===== src/rtl/booth_pkg.sv =====
package booth_pkg;
  // strobes from sequencer to datapath
  typedef struct packed {
    logic load;  // capture operands, clear upper half and guard
    logic step;  // perform one recode-and-shift iteration
  } boothStrobe_t;
endpackage


===== src/rtl/booth_ctrl.sv =====
module booth_ctrl
  import booth_pkg::*;
#(
  parameter int N = 8
) (
  input  logic         clk,
  input  logic         rstN,
  input  logic         start,
  output boothStrobe_t strobe,
  output logic         busy,
  output logic         done
);
  localparam int CW = $clog2(N + 1);
  localparam logic [CW-1:0] LAST = CW'(N - 1);

  logic          busyR;
  logic          doneR;
  logic [CW-1:0] iterCnt;

  always_comb begin
    strobe.load = start & ~busyR;
    strobe.step = busyR;
  end

  always_ff @(posedge clk or negedge rstN) begin
    if (!rstN) begin
      busyR   <= 1'b0;
      doneR   <= 1'b0;
      iterCnt <= '0;
    end else begin
      doneR <= 1'b0;
      if (strobe.load) begin
        busyR   <= 1'b1;
        iterCnt <= '0;
      end else if (busyR) begin
        iterCnt <= iterCnt + 1'b1;
        if (iterCnt == LAST) begin
          busyR <= 1'b0;
          doneR <= 1'b1;
        end
      end
    end
  end

  assign busy = busyR;
  assign done = doneR;
endmodule


===== src/rtl/booth_dp.sv =====
module booth_dp
  import booth_pkg::*;
#(
  parameter int N = 8
) (
  input  logic           clk,
  input  logic           rstN,
  input  boothStrobe_t   strobe,
  input  logic [N-1:0]   mcand,
  input  logic [N-1:0]   mplier,
  output logic [2*N-1:0] product
);
  logic [N-1:0] accR;
  logic [N-1:0] lowR;
  logic         guardR;
  logic [N-1:0] mcandR;

  // one bit wider than the accumulator so subtracting the most negative
  // multiplicand cannot wrap before the shift
  logic [N:0] accExt;
  logic [N:0] mExt;
  logic [N:0] sumExt;

  always_comb begin
    accExt = {accR[N-1], accR};
    mExt   = {mcandR[N-1], mcandR};
    unique case ({lowR[0], guardR})
      2'b01:   sumExt = accExt + mExt;
      2'b10:   sumExt = accExt + (~mExt) + 1'b1;
      default: sumExt = accExt;
    endcase
  end

  always_ff @(posedge clk or negedge rstN) begin
    if (!rstN) begin
      accR   <= '0;
      lowR   <= '0;
      guardR <= 1'b0;
      mcandR <= '0;
    end else if (strobe.load) begin
      accR   <= '0;
      lowR   <= mplier;
      guardR <= 1'b0;
      mcandR <= mcand;
    end else if (strobe.step) begin
      // arithmetic right shift of {sum, low, guard}
      accR   <= sumExt[N:1];
      lowR   <= {sumExt[0], lowR[N-1:1]};
      guardR <= lowR[0];
    end
  end

  assign product = {accR, lowR};
endmodule


===== src/rtl/booth_mult.sv =====
module booth_mult
  import booth_pkg::*;
#(
  parameter int N = 8
) (
  input  logic           clk,
  input  logic           rstN,
  input  logic           start,
  input  logic [N-1:0]   mcand,
  input  logic [N-1:0]   mplier,
  output logic           busy,
  output logic           done,
  output logic [2*N-1:0] product
);
  boothStrobe_t strobe;

  booth_ctrl #(.N(N)) uCtrl (
    .clk   (clk),
    .rstN  (rstN),
    .start (start),
    .strobe(strobe),
    .busy  (busy),
    .done  (done)
  );

  booth_dp #(.N(N)) uDp (
    .clk    (clk),
    .rstN   (rstN),
    .strobe (strobe),
    .mcand  (mcand),
    .mplier (mplier),
    .product(product)
  );
endmodule


===== config.mk =====
export PLATFORM = sky130hd
export DESIGN_NAME = booth_mult
export DESIGN_NICKNAME = d
export VERILOG_FILES = /design/src/rtl/booth_pkg.sv /design/src/rtl/booth_ctrl.sv /design/src/rtl/booth_dp.sv /design/src/rtl/booth_mult.sv
export SDC_FILE = /design/constraint.sdc
export NUM_CORES = 1
export LEC_CHECK = 0
export ABC_AREA = 1
export BUFFER_PORTS_ARGS = -buffer_cell sky130_fd_sc_hd__buf_2
export CAP_MARGIN = 20
export CELL_PAD_IN_SITES_DETAIL_PLACEMENT = 0
export CELL_PAD_IN_SITES_GLOBAL_PLACEMENT = 1
export CORE_MARGIN = 5
export CORE_UTILIZATION = 44
export DETAILED_ROUTE_END_ITERATION = 10
export PLACE_DENSITY_LB_ADDON = 0.1
export SLEW_MARGIN = 20
export SYNTH_ARGS = -nofsm -noshare
export SYNTH_HDL_FRONTEND = slang
export SYNTH_SLANG_ARGS = --single-unit

===== constraint.sdc =====
create_clock -name clk -period 3 [get_ports clk]
set_clock_uncertainty 0.2 [all_clocks]
set_input_delay 0.6 -clock clk [delete_from_list [all_inputs] [get_ports clk]]
set_output_delay 0.6 -clock clk [all_outputs]
set_load 0.005 [all_outputs]

==> results of run 1 <==
per-stage QoR:
stage          utilization [%]  cell area, sq um  hold WS [ps]  worst slack, ps  instances
2_1_floorplan                -              2210           104              992        297
3_3_place_gp              49.8              2380           279              928        390
3_5_place_dp              49.8              2380           263              877        390
4_1_cts                   51.9              2480           186              865        398
5_1_grt                   51.9              2480           231              628        398
6_report                  51.9              2480           170              870        398
cells in the mapped netlist, drive strengths merged:
library cell and number:
nand2 87, o22ai 3, ha 19, o221ai 7, a221oi 1, buf 8, fa 2, nand4 1
or2 1, nor3 1, o21ai 17, nand3b 2, nand3 27, a21oi 7, nor2 31, o21bai 1
clkbuf 2, a22o 1, and2 2, inv 43, o211ai 3, dfrtp 31
flip-flops by register name, indices dropped and copies added, names as in the netlist:
register,count
uCtrl.busy,1
uCtrl.done,1
uCtrl.iterCnt,4
uDp.accR,8
uDp.guardR,1
uDp.lowR,8
uDp.mcandR,8
layer usage:
layer | wire length (um) | track usage (%) | vias up
met5 | 0 | 0 | -
met4 | 103 | 6.59 | 0
met3 | 249 | 4.21 | 9
met2 | 2340 | 28.6 | 40
met1 | 2630 | 26.2 | 904
li1 | - | - | 1017
worst paths after layout:
path                       cells after the start        startpoint           to
setup / recovery                              12       uDp.accR[0]  uDp.accR[3]
hold / removal                                 1              rstN  uDp.accR[1]
setup reg to reg                              12       uDp.accR[0]  uDp.accR[3]
hold reg to reg                                1  uCtrl.iterCnt[3]   uCtrl.done
max in group asynchronous                      1              rstN  uDp.lowR[2]
min in group clk                               1  uCtrl.iterCnt[3]   uCtrl.done
logic make-up (layout without fill, tap and decap cells):
logic type	Yosys count	count (layout)	share of synthesized area, %
buffers and inverters	53	87	11.2
DFF	31	31	35.2
and+or+nand+nor	152	152	29.5
AOI/OAI and AO/OA	40	40	11.6
adders and majority gates	21	21	12.6
power groups by stage:
stage	sequential (mW)	clock, mW	combinational, mW
finish	0.807	0.371	2.02
global route	0.842	0.403	2.35
CTS	0.809	0.378	2.04
detailed placement	0.813	0	2.02
global placement	0.808	0	2.04
floorplan	0.771	0	1.62
area by class of cell:
| cell class | count | area share (%) |
|---|---|---|
| clock buffer | 8 | 4.03 |
| multi-input combinational | 213 | 47.6 |
| inverter | 43 | 6.50 |
| tap | 67 | 3.37 |
| sequential | 31 | 31.2 |
| timing repair buffer | 36 | 7.25 |
==> flow_metrics.tcl, run 1 <==
set metrics [dict create \
    fin_tns_setup_ps 0 \
    synth.cell_area_sq_um 2210 \
    yosysTopAreaCellShare_pct 35.2 \
    post-route-drc-count 0 \
    net-switching-power_mw 1.60 \
    critPathArrivalTime_ps 2110 \
    cpMaxStageDelayCell "dfrtp_1" \
    cp_cell_sequence "inv_1 > ha_1 > inv_1 > fa_1 > nand2_1 > nand2_1 > and2_1 > or2_0 > nand3_1 > nand3_1 > nand2_1 > nand2_1" \
    worstSetupStartpointType "flip-flop" \
    layout.cells.most_common "nand2_1" \
    drive_gt1_share_pct 17.5 \
    ys.warnings.count 0 \
    io-pin-count 37 \
    leakagePower_nw 1.31 \
    cts_max_path_buffers 2 \
    ctsHoldBuffers 0 \
    track_usage_pct 18.8 \
    setup.worst_path.class "reg2reg" \
    largest_net_degree_at_the_start_of_global_routing 32 \
    cts_buffers 5 \
    initial_utilization_pct 46.1 \
    ctsHtreeMaxLevel 2 \
    syn_to_layout_area_delta_pct 12.6 \
    post-route-min-period_ps 2130 \
    synthesis.nets 337 \
    final.fill_count 487 \
    critical_path_peak_fanout 3 \
    internal_power_mw 1.60 \
    wirelength_mm 5.32 \
    core_area_sq_um 4790 \
    worst-endpoint-required_ps 2980 \
    floorplan.die.width_um 80.8 \
    antennaDiodeCount 0 \
    drt-vias-per-instance 4.95 \
    total_power_mw 3.20 \
    critical-path-max-stage-delay_ps 390 \
    avgSynthCellArea_sq_um 7.43 \
    synth.area.top_cells "dfrtp_1, nand2_1, ha_1" \
    rows 25 \
    gpl.final_weighted_congestion 0.809 \
    slew-limit-headroom_pct 51.9 \
    drt_first_iter_violations 85 \
    run_status "finished clean" \
    area.sequential_sq_um 776 \
    timing_worst_slew_pin_value_ps 722 \
    sequential_to_total_area_share_from_yosys_stat_pct 35.2 \
    hp-class "in2async" \
    swShare_pct 49.9 \
    max_freq_mhz 469 \
    cts_setup_buffers 0 \
    multiInputGateArea_sq_um 1180 \
    netlist.top_cell.by_area "dfrtp_1" \
    power.combinational.fraction_pct 63.1 \
    antenna_found_initial 0 \
    clk_pin_slew_worst_paths_ps 70 \
    type_of_element_capturing_the_critical_path "flip-flop" \
    cts-resized-gates 0 \
    grt_pass1_wl_mm 9.40 \
    count_of_port_buffers_added_during_placement 36 \
    cpMostUsedCell "nand2_1" \
    worst_path_dominant_cell_family "simple AND/OR/NAND/NOR gates" \
    num_vias 1970 \
    ant_nets 0 \
    worst_skew_pair.late_latency_ps 280 \
    dieHeight_um 80.8 \
    hold_viol_final 0 \
    grt_pass1_vias 1986 \
    max-vdd-ir-drop_mv 0.491 \
    setup_repair_after_global_routing_missed_its_margin "no" \
    rrSetupSlack_ps 870 \
    wl_per_cell_um 13.4 \
    setup_viol_count_final 0 \
    layout_worst_path_cycle_share_pct 71.0 \
    die_outline_area_sq_um 6530 \
    cts-root-buf "clkbuf_8" \
    hpwlAfterDp_mm 3.95 \
    postSynthCellCount 297 \
    max-cap-violations 0 \
    firstDrtPassIters 4 \
    globalRoute.totalOverflow 0 \
    tritoncts_num_sinks 31 \
    timing.final.max_slew_violations 0 \
    power.sequential.fraction_pct 25.2 \
    clock_tree_from_tritoncts "built" \
    commonest_cells_after_routing_fill_and_taps_aside "nand2_1, inv_1, buf_2" \
    power_frac_clock_pct 11.6 \
    cellPowerDensity_nw_per_um2 1290 \
    postSynthRegisterBits 31 \
    num-nets-final 370 \
    synthDistinctLibCells 30 \
    worst-path-buf-inv 2 \
]
Note: power is estimated with default switching activity, not from simulation.
==> run 2, diff against run 1 <==
--- a/config.mk
+++ b/config.mk
@@ -5,13 +5,13 @@
 export SDC_FILE = /design/constraint.sdc
 export NUM_CORES = 1
 export LEC_CHECK = 0
-export ABC_AREA = 1
+export ABC_AREA = 0
 export BUFFER_PORTS_ARGS = -buffer_cell sky130_fd_sc_hd__buf_2
 export CAP_MARGIN = 20
 export CELL_PAD_IN_SITES_DETAIL_PLACEMENT = 0
 export CELL_PAD_IN_SITES_GLOBAL_PLACEMENT = 1
 export CORE_MARGIN = 5
-export CORE_UTILIZATION = 44
+export CORE_UTILIZATION = 42
 export DETAILED_ROUTE_END_ITERATION = 10
 export PLACE_DENSITY_LB_ADDON = 0.1
 export SLEW_MARGIN = 20
==> constraint.sdc (replaced) <==
create_clock -name clk -period 2.03 [get_ports clk]
set_clock_uncertainty 0.2 [all_clocks]
set_input_delay 0.406 -clock clk [delete_from_list [all_inputs] [get_ports clk]]
set_output_delay 0.406 -clock clk [all_outputs]
set_load 0.005 [all_outputs]
==> flow_metrics.tcl, run 2 <==
set metrics [dict create \
    setup.worst_path.class "reg2reg" \
    fin_hold_ws_ps 119 \
    final.fill_count 464 \
    type_of_element_capturing_the_critical_path "flip-flop" \
    multiInputGateArea_sq_um 1460 \
    drive_gt1_share_pct 39.4 \
    layout_worst_path_cycle_share_pct 116 \
    initial_utilization_pct 43.0 \
    ant_nets 0 \
    gr-usage-met2_pct 32.4 \
    global_route.peak_usage_layer "met2" \
    hpwlAfterDp_mm 4.40 \
    syn_to_layout_area_delta_pct 41.6 \
    critical-path-max-stage-delay_ps 400 \
    post_dp_cell_area_sq_um 2790 \
    track_usage_pct 19.5 \
    timing.final.max_slew_violations 0 \
    top_regs "uDp.accR: 8 flops, uDp.lowR: 8 flops, uDp.mcandR: 8 flops" \
    dieHeight_um 82.3 \
    worst_path_dominant_cell_family "compound AO/OA/AOI/OAI gates" \
    cellPowerDensity_nw_per_um2 2020 \
    largest_net_degree_at_the_start_of_global_routing 24 \
    commonest_cells_after_routing_fill_and_taps_aside "buf_4, buf_2, dfrtp_1" \
    holdCritStartpoint "mcand[6]" \
    final_area_sq_um 3110 \
    core_area_sq_um 5110 \
    synth.cell_area_sq_um 2200 \
    antenna_found_initial 0 \
    worst-path-buf-inv 3 \
    min_to "uDp.mcandR[6]" \
    drt-vias-per-instance 5.31 \
    setup_repair_after_global_routing_missed_its_margin "yes" \
    grt_pass1_vias 2092 \
    grtUsageMet1_pct 24.9 \
    worstRegToRegCells 10 \
    groute.layer.met3.usage_pct 4.66 \
    cts_buffers 5 \
    num-nets-final 369 \
    hp-class "in2reg" \
    cp_cell_sequence "inv_2 > ha_4 > inv_2 > fa_2 > a21oi_2 > buf_4 > o21bai_4 > xnor2_2 > a2111oi_2 > o21ai_1" \
    leakagePower_nw 1.50 \
    synth.area.top_cells "dfrtp_1, ha_1, o21ai_0" \
    tritoncts_num_sinks 31 \
    layout.cells.most_common "buf_4" \
    floorplan.die.width_um 82.3 \
    num_vias 2123 \
    synthesis.nets 288 \
    post-route-drc-count 0 \
    io-pin-count 37 \
    worst_hold_path.num_cells 3 \
    post_layout_worst_setup_margin_ps -329 \
    clk_pin_slew_worst_paths_ps 80 \
    setup_viol_count_final 5 \
    netlist.top_cell.by_area "dfrtp_1" \
    cts_max_path_buffers 2 \
    worstSetupStartpointType "flip-flop" \
    rr_endpoint "uDp.accR[3]" \
    post-synth-top-count-cell "dfrtp_1" \
    sequential_to_total_area_share_from_yosys_stat_pct 35.3 \
    die_outline_area_sq_um 6780 \
    rrSetupSlack_ps -330 \
    area.sequential_sq_um 778 \
    ctsHtreeMaxLevel 2 \
    cpMostUsedCell "inv_2" \
    worst_skew_pair.late_latency_ps 290 \
    max-vdd-ir-drop_mv 0.793 \
    drt_first_iter_violations 116 \
    netlist_top_cells_count "dfrtp_1, nand2_1, o21ai_0, ha_1, inv_1" \
    gpl.final_weighted_congestion 0.857 \
    wirelength_mm 6.23 \
    synth_enable_flop_cells 0 \
    ys.warnings.count 0 \
    post-route-min-period_ps 2360 \
    run_status "finished with violations" \
    worst_reg2reg_startpoint "uDp.accR[0]" \
    count_of_port_buffers_added_during_placement 36 \
    max-cap-violations 0 \
    antennaDiodeCount 0 \
    timing_worst_slew_pin_value_ps 354 \
    async_flop_share_pct 100 \
    max_freq_mhz 424 \
    firstDrtPassIters 4 \
    synth_ff_type "dfrtp_1" \
    hold_viol_final 0 \
    globalRoute.totalOverflow 0 \
    wl_per_cell_um 15.6 \
    failed_checks "negative setup slack" \
    grt_pass1_wl_mm 10.0 \
    worst-endpoint-required_ps 1990 \
    cpMaxStageDelayCell "dfrtp_1" \
    synthDistinctLibCells 50 \
    cts-root-buf "clkbuf_8" \
    rows 26 \
    postSynthRegisterBits 31 \
    yosysTopAreaCellShare_pct 35.3 \
    critical_path_peak_fanout 2 \
    avgSynthCellArea_sq_um 8.86 \
    slew-limit-headroom_pct 76.4 \
    clock_tree_from_tritoncts "built" \
    critPathArrivalTime_ps 2320 \
    postSynthCellCount 248 \
]
## run 2: per-stage QoR
| stage | power, mW | util, % | worst slack [ps] | setup TNS [ps] | std cells |
|---|---|---|---|---|---|
| after floorplan | 3.42 | - | -354 | -663 | 248 |
| after global placement | 4.91 | 54.6 | -404 | -1380 | 387 |
| after detailed placement | 4.90 | 54.6 | -445 | -1560 | 387 |
| after CTS | 5.87 | 58.8 | -338 | -1010 | 398 |
| after global routing | 6.79 | 60.9 | -429 | -1380 | 400 |
| final | 6.28 | 60.9 | -329 | -946 | 400 |
## run 2: cells by family (layout without fill, tap and decap cells)
group / after synthesis / in the layout / synth area share [%]
multiplexers: 14 / 14 / 6.55
AND/OR/NAND/NOR: 74 / 74 / 16.3
AO/OA/AOI/OAI: 70 / 70 / 21.2
adder cells (fa/ha/maj): 21 / 21 / 12.6
XOR/XNOR: 5 / 5 / 1.99
buffers and inverters: 33 / 115 / 6.04
flip-flops: 31 / 31 / 35.3
## run 2: how the worst max path moves through the flow
stage	startpoint	end	slack, ps	cells after the start
finish	uDp.accR[0]	uDp.accR[3]	-330	10
global route	uDp.accR[0]	uDp.accR[3]	-430	10
CTS	uDp.accR[0]	uDp.accR[3]	-340	10
detailed placement	uDp.accR[0]	uDp.accR[3]	-450	10
global placement	uDp.accR[0]	uDp.accR[4]	-400	6
floorplan	uDp.accR[1]	uDp.accR[4]	-350	6
## run 2: timing repair
item / in CTS / in global routing
hold buffers: 1 / 0
resized for setup: 22 / 22
setup endpoints to repair: 6 / 8
buffers inserted: 2 / 2
pin swaps: 9 / 13
hold endpoints to repair: 11 / 0
## run 2: final cells by class
| cell class | instances | share of cell area (%) |
|---|---|---|
| multi-input combinational | 184 | 47.0 |
| sequential | 31 | 25.0 |
| timing repair buffer | 88 | 19.1 |
| tap | 70 | 2.81 |
| clock buffer | 6 | 2.65 |
| inverter | 19 | 2.29 |
| clock inverter | 2 | 1.13 |
## run 2: metal layers
layer  vias to the layer above  routed length, um
li1                       1046                  -
met1                      1006               2860
met2                        57               3010
met3                        14                248
met4                         0                107
met5                         -                  0
## run 2: worst reg2reg max path: cells and delay by family (launching register included)
kind | cells | cell delay, ps
compound gates | 4 | 730
buf+inv | 3 | 260
xor+xnor | 1 | 140
fa+ha+maj | 2 | 510
flops | 1 | 400
## run 2: power by group
| part | internal, mW | switching, mW | total, mW |
|---|---|---|---|
| Sequential | 0.930 | 0.252 | 1.18 |
| Clock | 0.398 | 0.263 | 0.661 |
| Combinational | 2.20 | 2.24 | 4.44 |
